`src/rtl/fact_pkg.sv`:
```
package fact_pkg;
  localparam int unsigned DATA_W = 32;
  localparam int unsigned ADDR_W = 8;
  localparam int unsigned BYTES_W = 4;
  localparam int unsigned FULL_BYTES = DATA_W / 8;

  localparam logic [ADDR_W-1:0] OFS_IDENT = 8'h00;
  localparam logic [ADDR_W-1:0] OFS_INV   = 8'h04;
  localparam logic [ADDR_W-1:0] OFS_OPER  = 8'h08;
  localparam logic [ADDR_W-1:0] OFS_STAT  = 8'h20;

  localparam logic [DATA_W-1:0] IDENT_WORD = 32'h0100_00ED;
  localparam int unsigned BUSY_BIT = 0;
  localparam int unsigned IEN_BIT  = 7;

  typedef enum logic [2:0] {
    SEL_NONE, SEL_IDENT, SEL_INV, SEL_OPER, SEL_STAT
  } rd_sel_e;

  // wrapping product of two words
  function automatic logic [DATA_W-1:0] mul_wrap(input logic [DATA_W-1:0] a,
                                                 input logic [DATA_W-1:0] b);
    logic [2*DATA_W-1:0] p;
    p = a * b;
    return p[DATA_W-1:0];
  endfunction

  function automatic logic [DATA_W-1:0] stat_word(input logic busy,
                                                  input logic ien);
    logic [DATA_W-1:0] w;
    w = '0;
    w[BUSY_BIT] = busy;
    w[IEN_BIT] = ien;
    return w;
  endfunction
endpackage

```
`src/rtl/fact_decode.sv`:
```
module fact_decode
  import fact_pkg::*;
(
  input  logic               valid_i,
  input  logic               write_i,
  input  logic [ADDR_W-1:0]  addr_i,
  input  logic [BYTES_W-1:0] bytes_i,
  output logic               wr_inv_o,
  output logic               wr_oper_o,
  output logic               wr_stat_o,
  output logic               rd_o,
  output rd_sel_e            rd_sel_o
);
  logic size_ok;
  logic wr_ok;

  always_comb begin
    size_ok = (bytes_i == BYTES_W'(FULL_BYTES));
    wr_ok = valid_i && write_i && size_ok;
    wr_inv_o = wr_ok && (addr_i == OFS_INV);
    wr_oper_o = wr_ok && (addr_i == OFS_OPER);
    wr_stat_o = wr_ok && (addr_i == OFS_STAT);
    rd_o = valid_i && !write_i;
    rd_sel_o = SEL_NONE;
    if (size_ok) begin
      unique case (addr_i)
        OFS_IDENT: rd_sel_o = SEL_IDENT;
        OFS_INV:   rd_sel_o = SEL_INV;
        OFS_OPER:  rd_sel_o = SEL_OPER;
        OFS_STAT:  rd_sel_o = SEL_STAT;
        default:   rd_sel_o = SEL_NONE;
      endcase
    end
  end
endmodule

```
`src/rtl/fact_ctrl_regs.sv`:
```
module fact_ctrl_regs
  import fact_pkg::*;
(
  input  logic              clk,
  input  logic              rst_n,
  input  logic              wr_inv_i,
  input  logic              wr_stat_i,
  input  logic [DATA_W-1:0] wdata_i,
  output logic [DATA_W-1:0] inv_q_o,
  output logic              ien_q_o
);
  always_ff @(posedge clk or negedge rst_n) begin
    if (!rst_n) begin
      inv_q_o <= '0;
      ien_q_o <= 1'b0;
    end else begin
      if (wr_inv_i) inv_q_o <= ~wdata_i;
      if (wr_stat_i) ien_q_o <= wdata_i[IEN_BIT];
    end
  end
endmodule

```
`src/rtl/fact_engine.sv`:
```
module fact_engine
  import fact_pkg::*;
(
  input  logic              clk,
  input  logic              rst_n,
  input  logic              load_req_i,
  input  logic [DATA_W-1:0] load_val_i,
  output logic              load_acc_o,
  output logic              fin_o,
  output logic              busy_o,
  output logic [DATA_W-1:0] value_o
);
  logic [DATA_W-1:0] acc_q;
  logic [DATA_W-1:0] cnt_q;
  logic [DATA_W-1:0] val_q;
  logic              busy_q;

  assign load_acc_o = load_req_i && !busy_q;
  assign fin_o = busy_q && (cnt_q <= DATA_W'(1));
  assign busy_o = busy_q;
  assign value_o = val_q;

  always_ff @(posedge clk or negedge rst_n) begin
    if (!rst_n) begin
      acc_q <= '0;
      cnt_q <= '0;
      val_q <= '0;
      busy_q <= 1'b0;
    end else if (load_acc_o) begin
      val_q <= load_val_i;
      cnt_q <= load_val_i;
      acc_q <= DATA_W'(1);
      busy_q <= 1'b1;
    end else if (fin_o) begin
      val_q <= acc_q;
      busy_q <= 1'b0;
    end else if (busy_q) begin
      acc_q <= mul_wrap(acc_q, cnt_q);
      cnt_q <= cnt_q - DATA_W'(1);
    end
  end
endmodule

```
`src/rtl/fact_regblk.sv`:
```
module fact_regblk
  import fact_pkg::*;
(
  input  logic               clk,
  input  logic               rst_n,
  input  logic               req_valid_i,
  input  logic               req_write_i,
  input  logic [ADDR_W-1:0]  req_addr_i,
  input  logic [BYTES_W-1:0] req_bytes_i,
  input  logic [DATA_W-1:0]  req_wdata_i,
  output logic               rsp_valid_o,
  output logic [DATA_W-1:0]  rsp_data_o,
  output logic               irq_set_o
);
  logic wr_inv, wr_oper, wr_stat, rd_req;
  rd_sel_e rd_sel;
  logic [DATA_W-1:0] inv_q, eng_val;
  logic ien_q, eng_busy, eng_fin, eng_load_acc;
  logic [DATA_W-1:0] rd_mux;

  fact_decode u_dec (
    .valid_i(req_valid_i), .write_i(req_write_i), .addr_i(req_addr_i),
    .bytes_i(req_bytes_i), .wr_inv_o(wr_inv), .wr_oper_o(wr_oper),
    .wr_stat_o(wr_stat), .rd_o(rd_req), .rd_sel_o(rd_sel)
  );

  fact_ctrl_regs u_ctrl (
    .clk(clk), .rst_n(rst_n), .wr_inv_i(wr_inv), .wr_stat_i(wr_stat),
    .wdata_i(req_wdata_i), .inv_q_o(inv_q), .ien_q_o(ien_q)
  );

  fact_engine u_eng (
    .clk(clk), .rst_n(rst_n), .load_req_i(wr_oper), .load_val_i(req_wdata_i),
    .load_acc_o(eng_load_acc), .fin_o(eng_fin), .busy_o(eng_busy),
    .value_o(eng_val)
  );

  always_comb begin
    unique case (rd_sel)
      SEL_IDENT: rd_mux = IDENT_WORD;
      SEL_INV:   rd_mux = inv_q;
      SEL_OPER:  rd_mux = eng_val;
      SEL_STAT:  rd_mux = stat_word(eng_busy, ien_q);
      default:   rd_mux = '1;
    endcase
  end

  always_ff @(posedge clk or negedge rst_n) begin
    if (!rst_n) begin
      rsp_valid_o <= 1'b0;
      rsp_data_o <= '0;
      irq_set_o <= 1'b0;
    end else begin
      rsp_valid_o <= rd_req;
      if (rd_req) rsp_data_o <= rd_mux;
      irq_set_o <= eng_fin && ien_q;
    end
  end
endmodule

```
`config.mk`:
```
export PLATFORM = sky130hd
export DESIGN_NAME = fact_regblk
export DESIGN_NICKNAME = d
export VERILOG_FILES = /design/src/rtl/fact_pkg.sv /design/src/rtl/fact_decode.sv /design/src/rtl/fact_ctrl_regs.sv /design/src/rtl/fact_engine.sv /design/src/rtl/fact_regblk.sv
export SDC_FILE = /design/constraint.sdc
export NUM_CORES = 2
export LEC_CHECK = 0
export BUFFER_PORTS_ARGS = -buffer_cell sky130_fd_sc_hd__buf_2
export CAP_MARGIN = 30
export CELL_PAD_IN_SITES_DETAIL_PLACEMENT = 1
export CELL_PAD_IN_SITES_GLOBAL_PLACEMENT = 1
export CORE_ASPECT_RATIO = 1.25
export CORE_MARGIN = 2
export CORE_UTILIZATION = 46
export CTS_BUF_LIST = sky130_fd_sc_hd__clkbuf_4 sky130_fd_sc_hd__clkbuf_8
export CTS_CLUSTER_SIZE = 10
export DETAILED_ROUTE_END_ITERATION = 6
export PLACE_DENSITY = 0.89
export SLEW_MARGIN = 20
export SYNTH_ARGS = -nofsm -noshare
export SYNTH_HDL_FRONTEND = slang
export SYNTH_SLANG_ARGS = --single-unit
```
`constraint.sdc`:
```
create_clock -name clk -period 7.15 [get_ports clk]
set_input_delay 1.43 -clock clk [delete_from_list [all_inputs] [get_ports clk]]
set_output_delay 1.43 -clock clk [all_outputs]
set_load 0.01 [all_outputs]
```
==> flow_summary.toml <==
[min_path]
min-delay-start = "u_ctrl.inv_q_o[11]$_DFFE_PN0P_"
hp-class = "reg2reg"
whs_endpoint = "u_ctrl.inv_q_o[11]$_DFFE_PN0P_"
hold_depth = 2

[setup_path]
r2r-start = "u_eng.acc_q[15]$_DFFE_PN0P_"
regToRegEndpoint = "u_eng.acc_q[31]$_DFFE_PN0P_"
start_kind = "flop"
arrival_ps = 7940
required_ps = 7550
endpoint_kind = "flop"
r2r_setup_slack_ps = -380
r2r_cells = 21
criticalPathCategory = "reg2reg"
path_max_fanout = 13

[floorplan]
rows = 91
coreArea_um2 = 49500
io_pins = 82
initial_core_util_pct = 46.7
die_y_um = 255
die_area_um2 = 52100
die_w_um = 205

[logic_synthesis]
yosys_warnings = 0
syn_area_um2 = 23100
yosysTopAreaCell = "fa_1"
synth_commonest_cells = "fa_1 (408), nand2_1 (395), inv_1 (387)"
async_flop_share_pct = 100
synth.avg_cell_area_um2 = 9.16
syn-instance-count = 2526
synthFlopType = "dfrtp_1"
ys_top_cells_by_area = "fa_1 (35%), dfrtp_1 (18%), and2_1 (8.5%)"
synth_edf_count = 0
synth_top_area_share_pct = 35.3
ys_seq_elements = 164
yosysSeqAreaShare_pct = 17.7
yosysMostFrequentCell = "fa_1"
ys_types = 62
syn-num-nets = 3107

[grt]
grt.total_usage_pct = 33.6
grt_pass1_wl_um = 132000
antenna_found_initial = 9
grt_pass1_vias = 23000
gr-total-overflow = 0
grt_start_max_net_pins = 82

[drt]
wl_met2_um = 46200
avgRoutedWirePerCell_um = 31.0
drt_iter0_markers = 2831
wl_met1_um = 31500
via_per_inst = 6.60
topRoutingLayerUsed = "met5"
vias = 21500
drt_wl_total_um = 101000
dr.pass1.iters = 7
routed-wl-met3_um = 12900
antenna_left = 0
drc = 6

[clock_network]
cts-buffers-inserted = 17
clk_pin_slew_ps = 140
clockRootBuffer = "clkbuf_8"
clock_sinks = 164
htree_levels = 4
cts_buffer_depth = 2
cts_tree = "yes"
clk_latency_ps = 560

[timing]
tightest_slew_ps = 1260
setup-violations-final = 14
fmax_mhz = 133
whs_ps = 498
setup_ws_ps = -384
slew_violations = 0
finalCritPeriodShare_pct = 105
skew_ps = 44.5
fin_crit_ps = 7530
worst_slew_margin_rel_pct = 14.8
hold_viol = 0
setup_tns_ps = -3040
rsz0062_at_grt = "true"

[layout]
n_fill_cell = 5568
syn2layout_area_growth_pct = 11.0
layout.cells.non_filler = 3263
layout.nets = 3174
drive_gt1_share_pct = 12.6
utilization_pct = 51.9

[placed_design]
place.port_buffers = 81
dp_cells = 3205
gp_congestion = 0.934
dp_hpwl_um = 64400

[status]
violations = "design-rule violations, negative setup slack"
status = "complete, but fails checks"

[run]
maxCapViolations = 0
==> sequential cells by signal, summed over array words and instances, names as in the netlist <==
register	flops
u_eng.value_o	32
u_eng.busy_o	1
u_eng.acc_q	32
u_eng.cnt_q	32
u_ctrl.ien_q_o	1
irq_set_o	1
rsp_data_o	32
rsp_valid_o	1
u_ctrl.inv_q_o	32
==> worst max-delay path, cell delays in order, from the launching register on <==
cell and delay [ps]:
dfrtp_1 450, buf_4 260, and2_1 380, fa_1 510, inv_1 110, fa_1 440, fa_1 520, fa_2 720
inv_1 140, fa_1 550, fa_1 490, fa_1 550, fa_2 660, ha_4 250, and4_4 210, nor2b_4 130
a31oi_2 210, o211ai_1 140, o221ai_2 300, a21oi_2 120, xnor2_1 180, o21ai_1 80
==> what timing repair did <==
action,in CTS,in global routing
setup buffers,0,19
resized for setup,12,87
endpoints found under the setup margin,6,12
pin swaps,0,39
hold buffers,0,0
==> logic make-up after synthesis <==
| logic type | synth area share, % |
|---|---|
| AOI/OAI and AO/OA | 7.93 |
| xor gates and xnor gates | 3.05 |
| adders and majority gates | 42.0 |
| buffers and inverters | 9.11 |
| DFF | 17.7 |
| muxes | 0.870 |
| and+or+nand+nor | 19.3 |
==> how the worst max path moves through the flow <==
stage                                      startpoint                           to  slack (ps)
after floorplan            u_eng.cnt_q[5]$_DFFE_PN0P_  u_eng.acc_q[30]$_DFFE_PN0P_         340
after global placement    u_eng.acc_q[14]$_DFFE_PN0P_  u_eng.acc_q[31]$_DFFE_PN0P_         200
after detailed placement  u_eng.acc_q[14]$_DFFE_PN0P_  u_eng.acc_q[31]$_DFFE_PN0P_         -80
after CTS                  u_eng.cnt_q[5]$_DFFE_PN0P_  u_eng.acc_q[31]$_DFFE_PN0P_          -5
after global routing       u_eng.cnt_q[4]$_DFFE_PN0P_  u_eng.acc_q[31]$_DFFE_PN0P_        -480
final                     u_eng.acc_q[15]$_DFFE_PN0P_  u_eng.acc_q[31]$_DFFE_PN0P_        -380
==> cell usage in the layout (no fill, tap or decap), drive strengths merged, types with 4 or more instances in the layout <==
cell type and instances:
fa 408, inv 396, nand2 395, and2 314, buf 210, dfrtp 164
ha 125, o21ai 90, nand3 69, a21oi 66, xnor2 55, nor2 40
o22a 30, o211ai 25, xor2 23, nor3 22, mux2i 19, clkbuf 17
o311ai 15, or3 13, a21o 10, o21a 8, or2 8, and3 7
o31ai 7, nor2b 7, diode 6, a31oi 6, clkinv 6, nand2b 5
nor4 5, o2111ai 4, or4 4, a21boi 4
==> metal layers <==
layer	track usage (%)	vias to the layer above
met2	57.9	2074
met5	0	-
met1	37.3	10600
met4	22.7	2
met3	7.07	910
li1	-	7938
==> metrics by stage <==
stage / cell area (um2) / setup WS (ps)
final: 25700 / -384
after global routing: 25700 / -479
after CTS: 25200 / -4.73
after detailed placement: 24700 / -77.4
after global placement: 24700 / 198
after floorplan: 23100 / 336
==> layout make-up <==
class,count,area (um2),share of cell area (%)
clock buffers,17,234,0.911
clock inverters,15,205,0.799
well taps,651,815,3.17
inverters,388,1460,5.67
flip-flops and latches,164,4130,16.1
diodes,6,15.0,0.0585
repair buffers,210,1660,6.46
multi-input cells,1812,17200,66.9
Power is not shown: default switching activity piles up to over one toggle a cycle in this logic, so the estimate is an artifact.
